$ cat src/rtl/cpst_pkg.sv
package cpst_pkg;
  localparam int ST_W = 32;
  // Status field positions
  localparam int ST_CU_LO = 28;
  localparam int ST_MX    = 24;
  localparam int ST_SR    = 20;
  localparam int ST_NMI   = 19;
  localparam int ST_KSU_LO = 3;
  localparam int ST_ERL   = 2;
  localparam int ST_EXL   = 1;
  // TCStatus field positions
  localparam int TC_CU_LO  = 28;
  localparam int TC_MX     = 27;
  localparam int TC_KSU_LO = 11;
  localparam int ASID_W    = 8;
  localparam logic [ST_W-1:0] TC_FIELD_MASK = 32'hF800_18FF;
  localparam logic [ST_W-1:0] ST_RESET = 32'h0000_0004;

  typedef enum logic [1:0] {
    PM_KERNEL = 2'd0,
    PM_SUPER  = 2'd1,
    PM_USER   = 2'd2
  } priv_e;
endpackage

$ cat src/rtl/cpst_wmask.sv
module cpst_wmask
  import cpst_pkg::*;
(
  input  logic [ST_W-1:0] cfg_mask,
  input  logic            rev6,
  input  logic [1:0]      data_ksu,
  input  logic            data_sr,
  input  logic            data_nmi,
  output logic [ST_W-1:0] eff_mask
);
  logic ksu_both;

  always_comb begin
    ksu_both = (cfg_mask[ST_KSU_LO +: 2] == 2'b11);
    eff_mask = cfg_mask;
    if (rev6) begin
      if (ksu_both && (data_ksu == 2'b11)) begin
        eff_mask[ST_KSU_LO +: 2] = 2'b00;
      end
      if (data_sr) begin
        eff_mask[ST_SR] = 1'b0;
      end
      if (data_nmi) begin
        eff_mask[ST_NMI] = 1'b0;
      end
    end
  end
endmodule

$ cat src/rtl/cpst_mode_dec.sv
module cpst_mode_dec
  import cpst_pkg::*;
(
  input  logic [1:0] ksu,
  input  logic       exl,
  input  logic       erl,
  output priv_e      mode
);
  always_comb begin
    if (exl || erl) begin
      mode = PM_KERNEL;
    end else begin
      unique case (ksu)
        2'd0:    mode = PM_KERNEL;
        2'd1:    mode = PM_SUPER;
        default: mode = PM_USER;
      endcase
    end
  end
endmodule

$ cat src/rtl/cpst_tc_bank.sv
module cpst_tc_bank
  import cpst_pkg::*;
#(
  parameter int NTC = 4,
  parameter int TCW = 2
)(
  input  logic              clk,
  input  logic              rst_n,
  input  logic              upd_en,
  input  logic              to_active,
  input  logic [TCW-1:0]    idx,
  input  logic [ST_W-1:0]   image,
  output logic [ST_W-1:0]   active_q,
  output logic [NTC*ST_W-1:0] bank_q
);
  logic [ST_W-1:0] active_d;
  logic            active_en;

  always_comb begin
    active_en = upd_en && to_active;
    active_d  = (active_q & ~TC_FIELD_MASK) | (image & TC_FIELD_MASK);
  end

  always_ff @(posedge clk or negedge rst_n) begin
    if (!rst_n) begin
      active_q <= '0;
    end else if (active_en) begin
      active_q <= active_d;
    end
  end

  for (genvar i = 0; i < NTC; i++) begin : g_ent
    logic [ST_W-1:0] ent_q;
    logic [ST_W-1:0] ent_d;
    logic            ent_en;

    always_comb begin
      ent_en = upd_en && !to_active && (idx == TCW'(i));
      ent_d  = (ent_q & ~TC_FIELD_MASK) | (image & TC_FIELD_MASK);
    end

    always_ff @(posedge clk or negedge rst_n) begin
      if (!rst_n) begin
        ent_q <= '0;
      end else if (ent_en) begin
        ent_q <= ent_d;
      end
    end

    assign bank_q[i*ST_W +: ST_W] = ent_q;
  end
endmodule

$ cat src/rtl/cp_status_slice.sv
module cp_status_slice
  import cpst_pkg::*;
#(
  parameter int NTC = 4,
  localparam int TCW = (NTC > 1) ? $clog2(NTC) : 1
)(
  input  logic              clk,
  input  logic              rst_n,
  input  logic              wr_en,
  input  logic [31:0]       wr_data,
  input  logic [31:0]       wr_mask,
  input  logic              rev6_en,
  input  logic              mt_en,
  input  logic [TCW-1:0]    cur_tc,
  input  logic [TCW-1:0]    tgt_tc,
  input  logic [7:0]        asid_in,
  output logic [31:0]       status_q,
  output logic [31:0]       active_tcst,
  output logic [NTC*32-1:0] tcst_bank,
  output logic [1:0]        priv_mode
);
  logic [ST_W-1:0] eff_mask;
  logic [ST_W-1:0] status_d;
  logic [ST_W-1:0] tc_image;
  logic            mirror_en;
  priv_e           mode_s;

  cpst_wmask u_wmask (
    .cfg_mask (wr_mask),
    .rev6     (rev6_en),
    .data_ksu (wr_data[ST_KSU_LO +: 2]),
    .data_sr  (wr_data[ST_SR]),
    .data_nmi (wr_data[ST_NMI]),
    .eff_mask (eff_mask)
  );

  // next-state for Status and the mirror image built from it
  always_comb begin
    status_d  = (status_q & ~eff_mask) | (wr_data & eff_mask);
    mirror_en = wr_en && mt_en;
    tc_image  = '0;
    tc_image[TC_CU_LO +: 4]  = status_d[ST_CU_LO +: 4];
    tc_image[TC_MX]          = status_d[ST_MX];
    tc_image[TC_KSU_LO +: 2] = status_d[ST_KSU_LO +: 2];
    tc_image[ASID_W-1:0]     = asid_in;
  end

  always_ff @(posedge clk or negedge rst_n) begin
    if (!rst_n) begin
      status_q <= ST_RESET;
    end else if (wr_en) begin
      status_q <= status_d;
    end
  end

  cpst_tc_bank #(.NTC(NTC), .TCW(TCW)) u_bank (
    .clk       (clk),
    .rst_n     (rst_n),
    .upd_en    (mirror_en),
    .to_active (tgt_tc == cur_tc),
    .idx       (tgt_tc),
    .image     (tc_image),
    .active_q  (active_tcst),
    .bank_q    (tcst_bank)
  );

  cpst_mode_dec u_dec (
    .ksu  (status_q[ST_KSU_LO +: 2]),
    .exl  (status_q[ST_EXL]),
    .erl  (status_q[ST_ERL]),
    .mode (mode_s)
  );

  assign priv_mode = mode_s;
endmodule

$ cat config.mk
export PLATFORM = sky130hd
export DESIGN_NAME = cp_status_slice
export DESIGN_NICKNAME = d
export VERILOG_FILES = /design/src/rtl/cpst_pkg.sv /design/src/rtl/cpst_wmask.sv /design/src/rtl/cpst_mode_dec.sv /design/src/rtl/cpst_tc_bank.sv /design/src/rtl/cp_status_slice.sv
export SDC_FILE = /design/constraint.sdc
export NUM_CORES = 1
export LEC_CHECK = 0
export BUFFER_PORTS_ARGS = -buffer_cell sky130_fd_sc_hd__buf_2
export CAP_MARGIN = 20
export CORE_UTILIZATION = 45
export DETAILED_ROUTE_END_ITERATION = 6
export GPL_TIMING_DRIVEN = 0
export HOLD_SLACK_MARGIN = 0.15
export PLACE_DENSITY = 0.84
export SLEW_MARGIN = 20
export SYNTH_ARGS = -nofsm -noshare
export SYNTH_HDL_FRONTEND = slang
export SYNTH_SLANG_ARGS = --single-unit
$ cat constraint.sdc
create_clock -name clk -period 1.52 [get_ports clk]
set_input_delay 0.152 -clock clk [delete_from_list [all_inputs] [get_ports clk]]
set_output_delay 0.152 -clock clk [all_outputs]
set_load 0.01 [all_outputs]
---- After elaboration in Yosys (flattened, before gate mapping) ----
Index checks and enable logic that the tools add are counted.
cells by class
  eq/ne operators ......................... 7
  multiplexer cells ....................... 7
  bitwise gates (word level) .............. 9
  reduce and logical (&&, ||, !) cells .... 12
operator list
  cell                                                             number
  27-bit by 32-bit OR with 32-bit output                           5
  32-bit AND                                                       2
  32-bit NOT                                                       1
  32-bit OR                                                        1
  2-bit == test, second input constant                             4
  1-bit logical AND                                                8
  2-bit 2-to-1 mux                                                 4
  2-bit by 1-bit == test with 1-bit output, second input constant  2
  2-bit logical NOT                                                2
  2-bit case mux with 2 select lines                               1
  2-bit == test                                                    1
  1-bit 2-to-1 mux                                                 2
  1-bit logical NOT                                                1
  1-bit logical OR                                                 1
word-level totals
  bits in registers ....................... 192
  input bits .............................. 81
  output and inout port bits .............. 194
  logic and storage cells ................. 41

---- Logic depth before layout (Yosys ltp) ----
  depth after elaboration ................. 8
  gate-level depth with buffers ........... 6
  gate-level depth less buffers ........... 3

---- Cells and area by module ----
A second synthesis with hierarchy kept.
second synthesis, totals
  cell total of the unflattened synthesis .. 395
  area total of the unflattened synthesis .. 5411.4 um^2
by module, submodules not included
  module           times used  cells an instance  area an instance (um^2)  seq. area each (um^2)
  cpst_tc_bank     1           248                3572.2                   1876.8
  cp_status_slice  1           112                1557.7                   802.0
  cpst_wmask       1           33                 259.0                    0.0
  cpst_mode_dec    1           2                  22.5                     0.0

---- Worst setup path after synthesis ----
OpenSTA, ideal clock, no wires.
  path type ............................... input-to-reg
  start point ............................. input wr_en
  end point ............................... register u_bank.g_ent[0].ent_q[4]
  library setup time ...................... 0.125 ns
  data arrival time ....................... 1.472 ns
  data required time ...................... 1.395 ns
  setup slack ............................. -0.077 ns
  cell stages on the path ................. 5
  path buffers ............................ 2
  cells stage by stage .................... buf_2 > nand2_1 > nor4_2 > buf_2 > mux2_2
on the way
  cells in the longest elaborated chain, start to end .. 3
RTL lines
  what                             RTL line               RTL
  from (decl)                      cp_status_slice.sv:9   input logic wr_en,
  1-bit logical AND                cp_status_slice.sv:40  mirror_en = wr_en && mt_en;
  1-bit logical AND (2 in series)  cpst_tc_bank.sv:38     ent_en = upd_en && !to_active && (idx == TCW'(i));
  to (signal assigned)             cpst_tc_bank.sv:46     ent_q <= ent_d;
  to (decl)                        cpst_tc_bank.sv:33     logic [ST_W-1:0] ent_q;
Every way passes these cells.
A chain may end at the register's enable or synchronous reset.

==> impl_metrics.ini <==
[outcome]
run_status = finished clean

[clock_network]
clk_pin_slew_ns = 0.10
clock-root-buffer = clkbuf_8
cts_max_level = 3
clock_sinks = 107
cts_setup_buffers = 0
cts_tree = built
cts_buffer_depth = 2
clock_latency_ns = 0.37
cts_inserted_buffers = 9

[route]
firstDrtPassIters = 4
drcViolationCount = 0
drtIter0Drc = 169
ant_nets = 0
wl_per_cell_um = 15.92
vias = 3953
routed_wl_mm = 13.55
avgViaCountPerCell = 4.645

[critical_path]
crit_start = wr_en
critPathLaunchType = primary input
regToRegSetupSlack_ns = 0.11
reg2regPathDepth = 2
critical_path_arrival_ns = 1.74
required_ns = 1.78
path_class = primary input to flip-flop
r2r-start = status_q[14]
crit_fanout = 10
r2r_end = status_q[14]
critPathCaptureType = flip-flop

[synthesis]
synth_ff_type = dfrtp_1
synthSimpleGateAreaFrac = 0.03629
synth_fa_ha_area_frac = 0
synth-compound-area-share = 0.008945
synth-seq-area-share = 0.5472
synth_edf_count = 0
synth_top_family_by_area = multiplexers
yosysTopAreaCell = dfrtp_1
async_reset_ff_frac = 1.000
synth_cells = 365
synth.cell_area_mm2 = 0.004896
synth-xor-area-share = 0.003578
synth.area.mux_share = 0.2571
synth_top_area_share = 0.5418
synth_area_per_cell_um2 = 13.41
synth_area_leaders = dfrtp_1, mux2_2, buf_4, mux2_1, nand2_1
ys_types = 26
yosys_warnings = 0
ys_ff_latch = 107

[sta]
layout_min_cycle_time_ns = 1.479
fmax_ghz = 0.6760
period_share = 0.9732
tightest_slew_ns = 0.6384
clock_skew_ns = 0.01017
drv_slew = 0
timing.slew.headroom = 0.5744
setup_viol_count_final = 0
report.final.hold_viol_count = 0

[global_route]
grt_pass1_wl_mm = 20.96
grt_max_degree = 58
grt_usage = 0.2470
grt_overflow_total = 0
grt_pass1_vias = 4150
antenna_found_initial = 1

[place]
io_buffer_count = 188
gp_congestion = 0.7531
placedInstanceArea_mm2 = 0.006381
hpwl_mm = 9.057

[layout]
final_common_cell = buf_2
layout_common_cells = buf_2, dfrtp_1, mux2_2
syn2layout_area_growth_pct = 46.49
drive_gt1_frac = 0.5652
layout.nets = 790
final_cell_area_mm2 = 0.007172

[power]
p_sw_mw = 2.658
power.density_mw_per_mm2 = 1159
finalPower_mw = 8.311
peakVddDrop_mv = 1.000
leakagePower_nw = 3.768
p_seq_frac = 0.477
power.internal_mw = 5.653
p_comb_frac = 0.334
netSwitchingFraction = 0.3198
clkPwrFrac = 0.189

[floorplan]
start_util = 0.4700
num_io_pins = 275
core_region_area_mm2 = 0.01042
dieWidth_um = 106.3
fp.dieH_um = 106.3
rows = 37
die-area_mm2 = 0.01130

[min_path]
holdCritStartpoint = wr_data[24]
worstHoldEndpoint = u_bank.active_q[27]
holdPathStages = 3
worst_hold_path_type = primary input to flip-flop

[flow_run]
cap_violations = 0
## worst max-delay path: stages
cell           delay, ns
buf_4               0.17
clkbuf_1            0.38
nand2_1             0.15
mux2_2              0.31
dlygate4sd3_1       0.58
## final cells by class
cell class	count	area, um2
diodes	2	5.005
plain buffers	97	716.9
clock buffers	11	141.4
clock inverters	4	27.53
fillers	718	3244
inverters	3	11.26
multi-input cells	242	1846
flip-flops and latches	107	2679
well taps	136	170.2
repair buffers	249	1575
## logic make-up after synthesis
group | Yosys count
muxes | 112
other | 1
xor gates and xnor gates | 2
and+or+nand+nor | 38
DFF | 107
buffers and inverters | 100
AOI/OAI and AO/OA | 5
## sequential cells by signal, indices dropped and copies added (netlist names)
signal,count
u_bank.active_q,15
status_q,32
u_bank.g_ent.ent_q,60
## repair_timing
action / 4_1_cts / 5_1_grt
resized for setup: 0 / 4
endpoints found under the setup margin: 0 / 12
hold buffers: 60 / 0
endpoints found under the hold margin: 171 / 0
## cells in the mapped netlist (all sizes together), types with 2 or more instances
cell type / instances
inv: 3
buf: 94
nor3: 3
nor2: 3
nor2b: 2
nand2: 26
clkbuf: 3
nor4: 2
mux2i: 2
o22a: 2
xor2: 2
dfrtp: 106
mux2: 110
a41oi: 2
## per-stage QoR
step / worst slack, ns / util / instances / TNS, ns / hold slack, ns
6_report: 0.04081 / 0.6885 / 851 / 0 / 0.2237
3_5_place_dp: -0.3646 / 0.6126 / 774 / -13.95 / 0.1248
4_1_cts: 0.04696 / 0.6865 / 849 / 0 / 0.2126
5_1_grt: -0.04714 / 0.6883 / 850 / -0.04714 / 0.2232
2_1_floorplan: 0.01164 / - / 449 / 0 / -0.1436
3_3_place_gp: -0.7485 / 0.6094 / 773 / -92.22 / 0.3829
## worst max-delay path by stage
stage | endpoint | depth (start not counted)
after floorplan | u_bank.g_ent[1].ent_q[11] | 6
after global placement | status_q[28] | 1
after detailed placement | u_bank.g_ent[3].ent_q[5] | 5
after CTS | u_bank.g_ent[3].ent_q[5] | 5
after global routing | priv_mode[0] | 3
final | status_q[25] | 5
## layer usage
layer	wire (um)	global-route usage	up-vias
met5	0	0	-
met4	344	0.1171	0
met3	1187	0.07419	29
met2	7183	0.4481	219
met1	4833	0.2595	1949
li1	-	-	1756
## power groups by stage
| stage | logic [mW] | registers, mW | clock network (mW) |
|---|---|---|---|
| floorplan | 1.02 | 4.32 | 0 |
| global placement | 2.45 | 3.94 | 0 |
| detailed placement | 2.53 | 3.99 | 0 |
| CTS | 2.74 | 3.94 | 1.61 |
| global route | 2.99 | 4.06 | 1.73 |
| finish | 2.78 | 3.96 | 1.57 |
Power figures use the tool's default switching activity.
